### src/rtl/uart_tx_wake.sv
module uart_tx_wake #(
  parameter int DIV_W  = 16,
  parameter int DATA_W = 8
) (
  input  logic              clk,
  input  logic              rst_n,
  input  logic              tx_en,
  input  logic [DIV_W-1:0]  baud_div,
  input  logic [2:0]        char_len,
  input  logic              two_stop,
  input  logic              par_en,
  input  logic              par_even,
  input  logic              addr_mode,
  input  logic              wake_set,
  input  logic              wr,
  input  logic [DATA_W-1:0] wr_data,
  output logic              txd,
  output logic              tx_rdy,
  output logic              tx_empty
);
  localparam int GAP  = 11;
  localparam int FRMW = DATA_W + 5;
  localparam int SHW  = FRMW + GAP;
  localparam int BLW  = $clog2(SHW + 1);

  logic              buf_full, busy, wake;
  logic [DATA_W-1:0] buf_data;
  logic [SHW-1:0]    shreg, shl;
  logic [BLW-1:0]    left, nb;
  logic [DIV_W-1:0]  bcnt, lim;
  logic [2:0]        sub;
  logic [FRMW-1:0]   frm, dext;
  logic              load, tick, gap, parx;

  assign lim      = (baud_div == '0) ? DIV_W'(1) : baud_div;
  assign tick     = busy && (bcnt == lim);
  assign load     = buf_full && !busy;
  assign gap      = wake && !addr_mode;
  assign dext     = FRMW'(buf_data);
  assign txd      = busy ? shreg[0] : 1'b1;
  assign tx_rdy   = !buf_full;
  assign tx_empty = !buf_full && !busy;

  always_comb begin
    int dl, ap, pp, sp;
    dl   = int'(char_len) + 1;
    ap   = dl + 1;
    pp   = ap + (addr_mode ? 1 : 0);
    sp   = pp + (par_en ? 1 : 0);
    parx = 1'b0;
    for (int i = 0; i < DATA_W; i++)
      if (i < dl) parx = parx ^ buf_data[i];
    frm    = '1;
    frm[0] = 1'b0;
    for (int j = 1; j < FRMW; j++) begin
      if (j <= dl)                    frm[j] = dext[j-1];
      else if (addr_mode && j == ap)  frm[j] = wake;
      else if (par_en && j == pp)     frm[j] = par_even ? parx : !parx;
    end
    shl = gap ? {frm, {GAP{1'b1}}} : {{GAP{1'b1}}, frm};
    nb  = BLW'(sp + 1 + (two_stop ? 1 : 0) + (gap ? GAP : 0));
  end

  always_ff @(posedge clk or negedge rst_n) begin
    if (!rst_n) begin
      buf_full <= 1'b0; buf_data <= '0; busy <= 1'b0; wake <= 1'b0;
      shreg <= '1; left <= '0; bcnt <= '0; sub <= '0;
    end else if (!tx_en) begin
      buf_full <= 1'b0; busy <= 1'b0; wake <= 1'b0;
      bcnt <= '0; sub <= '0;
    end else begin
      wake <= wake_set || (wake && !load);
      if (wr) begin
        buf_full <= 1'b1;
        buf_data <= wr_data;
      end else if (load) begin
        buf_full <= 1'b0;
      end
      if (load) begin
        busy <= 1'b1; shreg <= shl; left <= nb; bcnt <= '0; sub <= '0;
      end else if (busy) begin
        if (tick) begin
          bcnt <= '0;
          sub  <= sub + 3'd1;
          if (sub == 3'd7) begin
            shreg <= {1'b1, shreg[SHW-1:1]};
            left  <= left - BLW'(1);
            if (left == BLW'(1)) busy <= 1'b0;
          end
        end else begin
          bcnt <= bcnt + DIV_W'(1);
        end
      end
    end
  end

  p_tick_gap_r2: assert property (@(posedge clk) disable iff (!rst_n)
    tick |=> !tick);
  p_stop_high_r3: assert property (@(posedge clk) disable iff (!rst_n)
    $fell(busy) && $past(tx_en) |-> $past(txd));
  p_rdy_on_load_r5: assert property (@(posedge clk) disable iff (!rst_n)
    $rose(tx_rdy) && $past(tx_en) |-> busy);
  p_empty_drop_r6: assert property (@(posedge clk) disable iff (!rst_n)
    wr && tx_en |=> !tx_empty);
  p_wake_once_r9: assert property (@(posedge clk) disable iff (!rst_n)
    load && !wake_set |=> !wake);
  p_off_idle_r10: assert property (@(posedge clk) disable iff (!rst_n)
    !tx_en |=> txd && tx_empty && tx_rdy);
endmodule

### config.mk
export PLATFORM = sky130hd
export DESIGN_NAME = uart_tx_wake
export DESIGN_NICKNAME = d
export VERILOG_FILES = /design/src/rtl/uart_tx_wake.sv
export SDC_FILE = /design/constraint.sdc
export NUM_CORES = 1
export LEC_CHECK = 0
export ABC_CLOCK_PERIOD_IN_PS = 3380
export CORE_MARGIN = 4
export CORE_UTILIZATION = 45
export DETAILED_ROUTE_END_ITERATION = 8
export PLACE_DENSITY_LB_ADDON = 0.12
export SLEW_MARGIN = 10
export SYNTH_ARGS = -nofsm -noshare
export SYNTH_HDL_FRONTEND = slang
export SYNTH_SLANG_ARGS = --single-unit
### constraint.sdc
create_clock -name clk -period 3.38 [get_ports clk]
set_clock_uncertainty 0.2 [all_clocks]
set_input_delay 0.845 -clock clk [delete_from_list [all_inputs] [get_ports clk]]
set_output_delay 0.845 -clock clk [all_outputs]
set_load 0.01 [all_outputs]
; Word level (Yosys, flattened, before mapping)
; Cells that the tools add are included.
; W data, S select, Z words.
[totals]
output_inout_bits = 3
register_bits = 59
[classes]
magnitude_cmp = 20
muxes = 78
bitwise = 7
n_addsub = 10
eq_ne = 30
reduce_logical = 42
[op_table]
columns = op, count
row1 = $mux W24, 5
row2 = $mux W16, 5
row3 = $mux W1, 59
row4 = $eq A4 B6 Y1 const A, 5
row5 = $logic_and A1 B1 Y1, 29
row6 = $eq A4 B5 Y1 const A, 5
row7 = $eq A3 B6 Y1 const A, 4
row8 = $eq A3 B5 Y1 const A, 4
row9 = $le A4 B4 Y1 const A, 5
row10 = $mux W5, 4
row11 = $add A16 B1 Y16 const B, 1
row12 = $eq A16 B16 Y1, 1
row13 = $le A3 B4 Y1 const A, 4
row14 = $logic_not A16 Y1, 1
row15 = $lt A3 B4 Y1 const A, 4
row16 = $eq A2 B6 Y1 const A, 2
row17 = $mux W3, 4
row18 = $add A5 B1 Y5, 2
row19 = $eq A2 B5 Y1 const A, 2
row20 = $ne A3 B1 Y1 const B, 3
row21 = $le A2 B4 Y1 const A, 2
row22 = $lt A1 B4 Y1 const A, 2
row23 = $lt A2 B4 Y1 const A, 2
row24 = $xor A1 B1 Y1, 7
row25 = other kinds (18), 25

; Longest topological paths before layout
[depth]
word_depth = 24
depth_mapped = 16

; Worst setup path before layout
; OpenSTA, ideal clock, no wires.
[synth_timing]
kind = input-to-reg
from = in char_len[0]
to = reg left[4]
setup_time_ps = 83
arrival_time_ps = 3831
cell_stages = 15
setup_slack_ps = -734
path_buffers = 2
path_cell_list = buf_4 > inv_1 > ha_1 > clkbuf_1 > nor2b_1 > nor2_1 > ha_1 > ha_1 > fa_1 > and2_1 > o21ai_0 > xnor2_1 > xnor2_1 > a22oi_1 > o21ai_0
[synth_via]
elab_chain_len = 8
[synth_lines]
columns = element, line_no
row1 = start: declaration, 9  ; input logic [2:0] char_len,
row2 = $add A3 B1 Y4, 46  ; dl = int'(char_len) + 1;
row3 = $add A4 B1 Y5, 47  ; ap = dl + 1;
row4 = $add A5 B1 Y6, 48  ; pp = ap + (addr_mode ? 1 : 0);
row5 = $add A5 B1 Y5, 49  ; sp = pp + (par_en ? 1 : 0);
row6 = $add A5 B1 Y5 (2 in a row), 61  ; nb = BLW'(sp + 1 + (two_stop ? 1 : 0) + (gap ? GAP : 0));
row7 = $add A5 B4 Y5, 61
row8 = $mux W5, 79  ; if (load) begin
row9 = end signal: assignment, 87  ; left <= left - BLW'(1);
row10 = end: declaration, 29  ; logic [BLW-1:0] left, nb;
; No other way between the ends.
; A chain may end at the register's enable or synchronous reset.

; Final worst setup path
[layout_timing]
from = in char_len[0]
to = reg shreg[16]
[layout_via]
elab_chain_len = 24
elab_cells_between_ends = 38
cone_classes = add/sub (3) / order compare (9) / eq/ne (2) / mux (14) / bitwise (7) / reduce/logical (3)
[layout_lines]
columns = element, line_no
row1 = $add A3 B1 Y4 *, 46
row2 = $lt A1 B4 Y1, 52  ; if (i < dl) parx = parx ^ buf_data[i];
row3 = $mux W1, 52
row4 = $xor A1 B1 Y1, 52
row5 = $mux W1, 52
row6 = $xor A1 B1 Y1, 52
row7 = $mux W1, 52
row8 = $xor A1 B1 Y1, 52
row9 = (+7 left out), n/a
row10 = $xor A1 B1 Y1, 52
row11 = $mux W1, 52
row12 = $logic_not A1 Y1, 58  ; else if (par_en && j == pp) frm[j] = par_even ? parx : !parx;
row13 = $mux W1 (2 in a row), 58
row14 = $mux W1, 57  ; else if (addr_mode && j == ap) frm[j] = wake;
row15 = $mux W1 *, 56  ; if (j <= dl) frm[j] = dext[j-1];
row16 = $mux W24 *, 60  ; shl = gap ? {frm, {GAP{1'b1}}} : {{GAP{1'b1}}, frm};
row17 = $mux W24 *, 79
row18 = end signal: assignment, 86  ; shreg <= {1'b1, shreg[SHW-1:1]};
row19 = end: declaration, 28  ; logic [SHW-1:0] shreg, shl;
; Every way passes the cells marked *; elsewhere a longest branch is shown, timed or not.

==> run_results.csv <==
group,metric,value,unit
power,p_per_area,430.1,nW/um^2
die,die_area,11330,um^2
setup_path,slowest_delay,0.61,ns
global_route,overflow,0,
yosys,synth.net_count,565,
job,drv_cap,0,
yosys,netlist_instances,508,
placed_design,hpwl,9.207,mm
routing,vias,4095,
die,num_rows,35,
final_layout,final_util,0.6144,
final_layout,syn_to_final_growth,31.38,%
yosys,synth_top_family_by_area,"simple AND/OR/NAND/NOR gates",
worst_hold_path,min_from,"shreg[14]",
die,die_w,106.5,um
outcome,status,"finished, final reports clean",
final_layout,layout_commonest_cell,"buf_4",
final_layout,diodes,0,
yosys,synth_mux_area_frac,0.03270,
setup_path,critPathLaunchType,"input port",
routing,ant_nets,0,
yosys,ys_seq_elements,59,
yosys,synth_flop_cell,"dfrtp_1",
sta,setup_tns,0,ns
die,start_util,0.4676,
setup_path,crit_fanout,5,
global_route,antenna_found_initial,0,
clocking,numCtsBuffers,9,
yosys,ys_warn_count,0,
yosys,netlist_area,4362,um^2
clocking,max-clock-path-buffers,2,
sta,drv_slew,0,
global_route,first_global_vias,3868,
yosys,synth.avg_cell_area,8.586,um^2
setup_path,regToRegStartpoint,"buf_data[4]",
sta,max_freq,306.4,MHz
die,core,9328,um^2
setup_path,critPathArrivalTime,3.31,ns
sta,hold_ws,0.2613,ns
clocking,cts_tree,"done",
yosys,synthXorXnorAreaFrac,0.1013,
final_layout,layout.nets,672,
routing,drt_first_pass_iters,6,
die,io_pins,39,
setup_path,worstPathRequired,3.42,ns
sta,min_period,3.264,ns
die,die_y,106.5,um
final_layout,fillCellCount,832,
clocking,clk_pin_slew,0.06,ns
clocking,htree_levels,3,
yosys,ys_seq_area_frac,0.3454,
sta,worstMarginPinSlew,0.6153,ns
setup_path,worstPathCellList,"buf_4, ha_4, or2_1, a21boi_4, o21a_1, o221ai_1, xor3_2, a311oi_4, a211oi_1, o31ai_1",
clocking,clk_latency,0.34,ns
power,power.total,2.464,mW
power,ir_worst_vdd,0.2724,mV
sta,hold_viol_final,0,
sta,timing.final.crit_share,0.9657,
setup_path,crit_buf_inv,1,
setup_path,crit_type,"in -> reg",
placed_design,place.port_buffers,38,
clocking,clock_sinks,59,
setup_path,critPathSlowestCell,"xor3_2",
final_layout,regArea,1506,um^2
final_layout,multi_input_area,2829,um^2
sta,slew_headroom,0.5898,
setup_path,crit_path_end_kind,"flop",
yosys,async_reset_ff_frac,1.000,
routing,post_drt_wl_per_cell,15.87,um
clocking,ctsRootBufferMaster,"clkbuf_8",
yosys,yosys.area_share.simple,0.2232,
worst_hold_path,hold_end,"shreg[14]",
setup_path,reg2reg_to,"shreg[14]",
global_route,grt_pass1_wl,19.44,mm
worst_hold_path,hold_path_depth,2,
routing,wl,11.88,mm
yosys,synth_edf_count,0,
final_layout,drive_above_1_share,0.2774,
routing,via_per_inst,5.467,
placed_design,gp_congestion,0.8841,
final_layout,layout_common_cells,"buf_4, nor2_1, nand2_1",
setup_path,crit_family,"compound AO/OA/AOI/OAI gates",
setup_path,r2r_slack,0.66,ns
yosys,ys_types,63,
routing,remaining_drc_errors,0,
global_route,grt_max_degree,35,
clocking,postCtsHoldBufs,0,
sta,setup_violations,0,
setup_path,ff2ff_path_depth,9,
yosys,synth-compound-area-share,0.1913,
routing,drt_iter0_drc,261,
global_route,grtUsageTotal,0.2140,
worst_hold_path,min_path_type,"reg -> reg",
yosys,synthAdderAreaFrac,0.06368,
power,power_leakage,2.471,nW
[synth_stat cells (4+ instances only)]
master	number	area, um^2
xor2_1	26	227.7
a31oi_1	5	31.28
nor2b_1	8	50.05
a2bb2oi_1	4	35.03
nand3_1	12	60.06
o21ai_1	16	80.08
nand2_1	61	229.0
nor2_1	68	255.2
o21ai_0	19	95.09
dfrtp_1	35	875.8
o211ai_1	4	30.03
nand4_1	6	37.54
dfstp_2	24	630.6
nor3_1	9	45.04
a211oi_1	5	37.54
mux2_2	10	112.6
nor4_1	12	75.07
inv_1	18	67.56
a21oi_1	20	100.1
a22oi_1	4	30.03
o31ai_1	5	37.54
xnor2_1	9	78.83
o22ai_1	20	125.1
and3_1	8	50.05
buf_2	4	20.02
ha_1	19	237.7
clkbuf_1	14	52.55
nand2b_1	7	43.79
[final cells by class]
cell class                      instances  share of cell area
Clock buffer                           12             0.02707
Clock inverter                          4            0.004367
Tap cell                              129             0.02817
Inverter                               21             0.01419
Timing Repair Buffer                  117              0.1697
Sequential cell                        59              0.2629
Multi-Input combinational cell        407              0.4937
[metrics by stage]
step	setup WS, ns	cells	cell area, um^2
floorplan	-0.1515	508	4442
global placement	-0.5866	731	5461
detailed placement	-0.6607	731	5461
CTS	0.01172	749	5698
global route	-0.004434	749	5731
finish	0.1158	749	5731
[worst reg2reg max path, stage by stage (launching register included)]
cell and delay [ns]:
dfrtp_1 0.47, nor4bb_1 0.30, a31oi_1 0.08, xnor2_1 0.18, xnor3_1 0.27, buf_4 0.16, xor3_2 0.45, a211oi_2 0.30
o22ai_1 0.10, o21ai_1 0.14
[cell families after synthesis]
kind of cell / count (synthesis)
DFF: 59
and+or+nand+nor: 206
xor gates and xnor gates: 41
AOI/OAI and AO/OA: 125
muxes: 13
buffers and inverters: 43
adders and majority gates: 21
[report_power, final]
group | switching, mW | internal [mW] | total (mW)
combinational | 0.449 | 0.433 | 0.882
clock | 0.287 | 0.304 | 0.590
sequential | 0.101 | 0.891 | 0.992
total | 0.837 | 1.63 | 2.46
[metal layers]
metal | vias up | track usage | wire length (um)
met5 | - | 0 | 0
met4 | 0 | 0.02831 | 56
met3 | 4 | 0.04493 | 559
met2 | 109 | 0.3371 | 5524
met1 | 1962 | 0.3120 | 5743
li1 | 2020 | - | -
[how the worst max path moves through the flow]
stage                           start   endpoint  slack (ns)  cells past startpoint
after floorplan           char_len[0]    left[4]       -0.15                     15
after global placement    char_len[0]    left[4]       -0.59                     14
after detailed placement  char_len[0]  shreg[22]       -0.66                     11
after CTS                 char_len[0]  shreg[16]        0.01                     11
after global routing      char_len[2]  shreg[14]      -0.004                     11
final                     char_len[0]  shreg[16]        0.12                     10
[state kept, by name, indices dropped and copies added, names as in the netlist]
name      cells
sub           3
busy          1
left          5
buf_data      8
shreg        24
wake          1
bcnt         16
buf_full      1
[what timing repair did]
item	4_1_cts	5_1_grt
setup endpoints to repair	25	24
pin swaps	8	4
cloned	1	0
buffers inserted	1	0
gates resized for setup	17	7
Note: power is estimated with default switching activity, not from simulation.
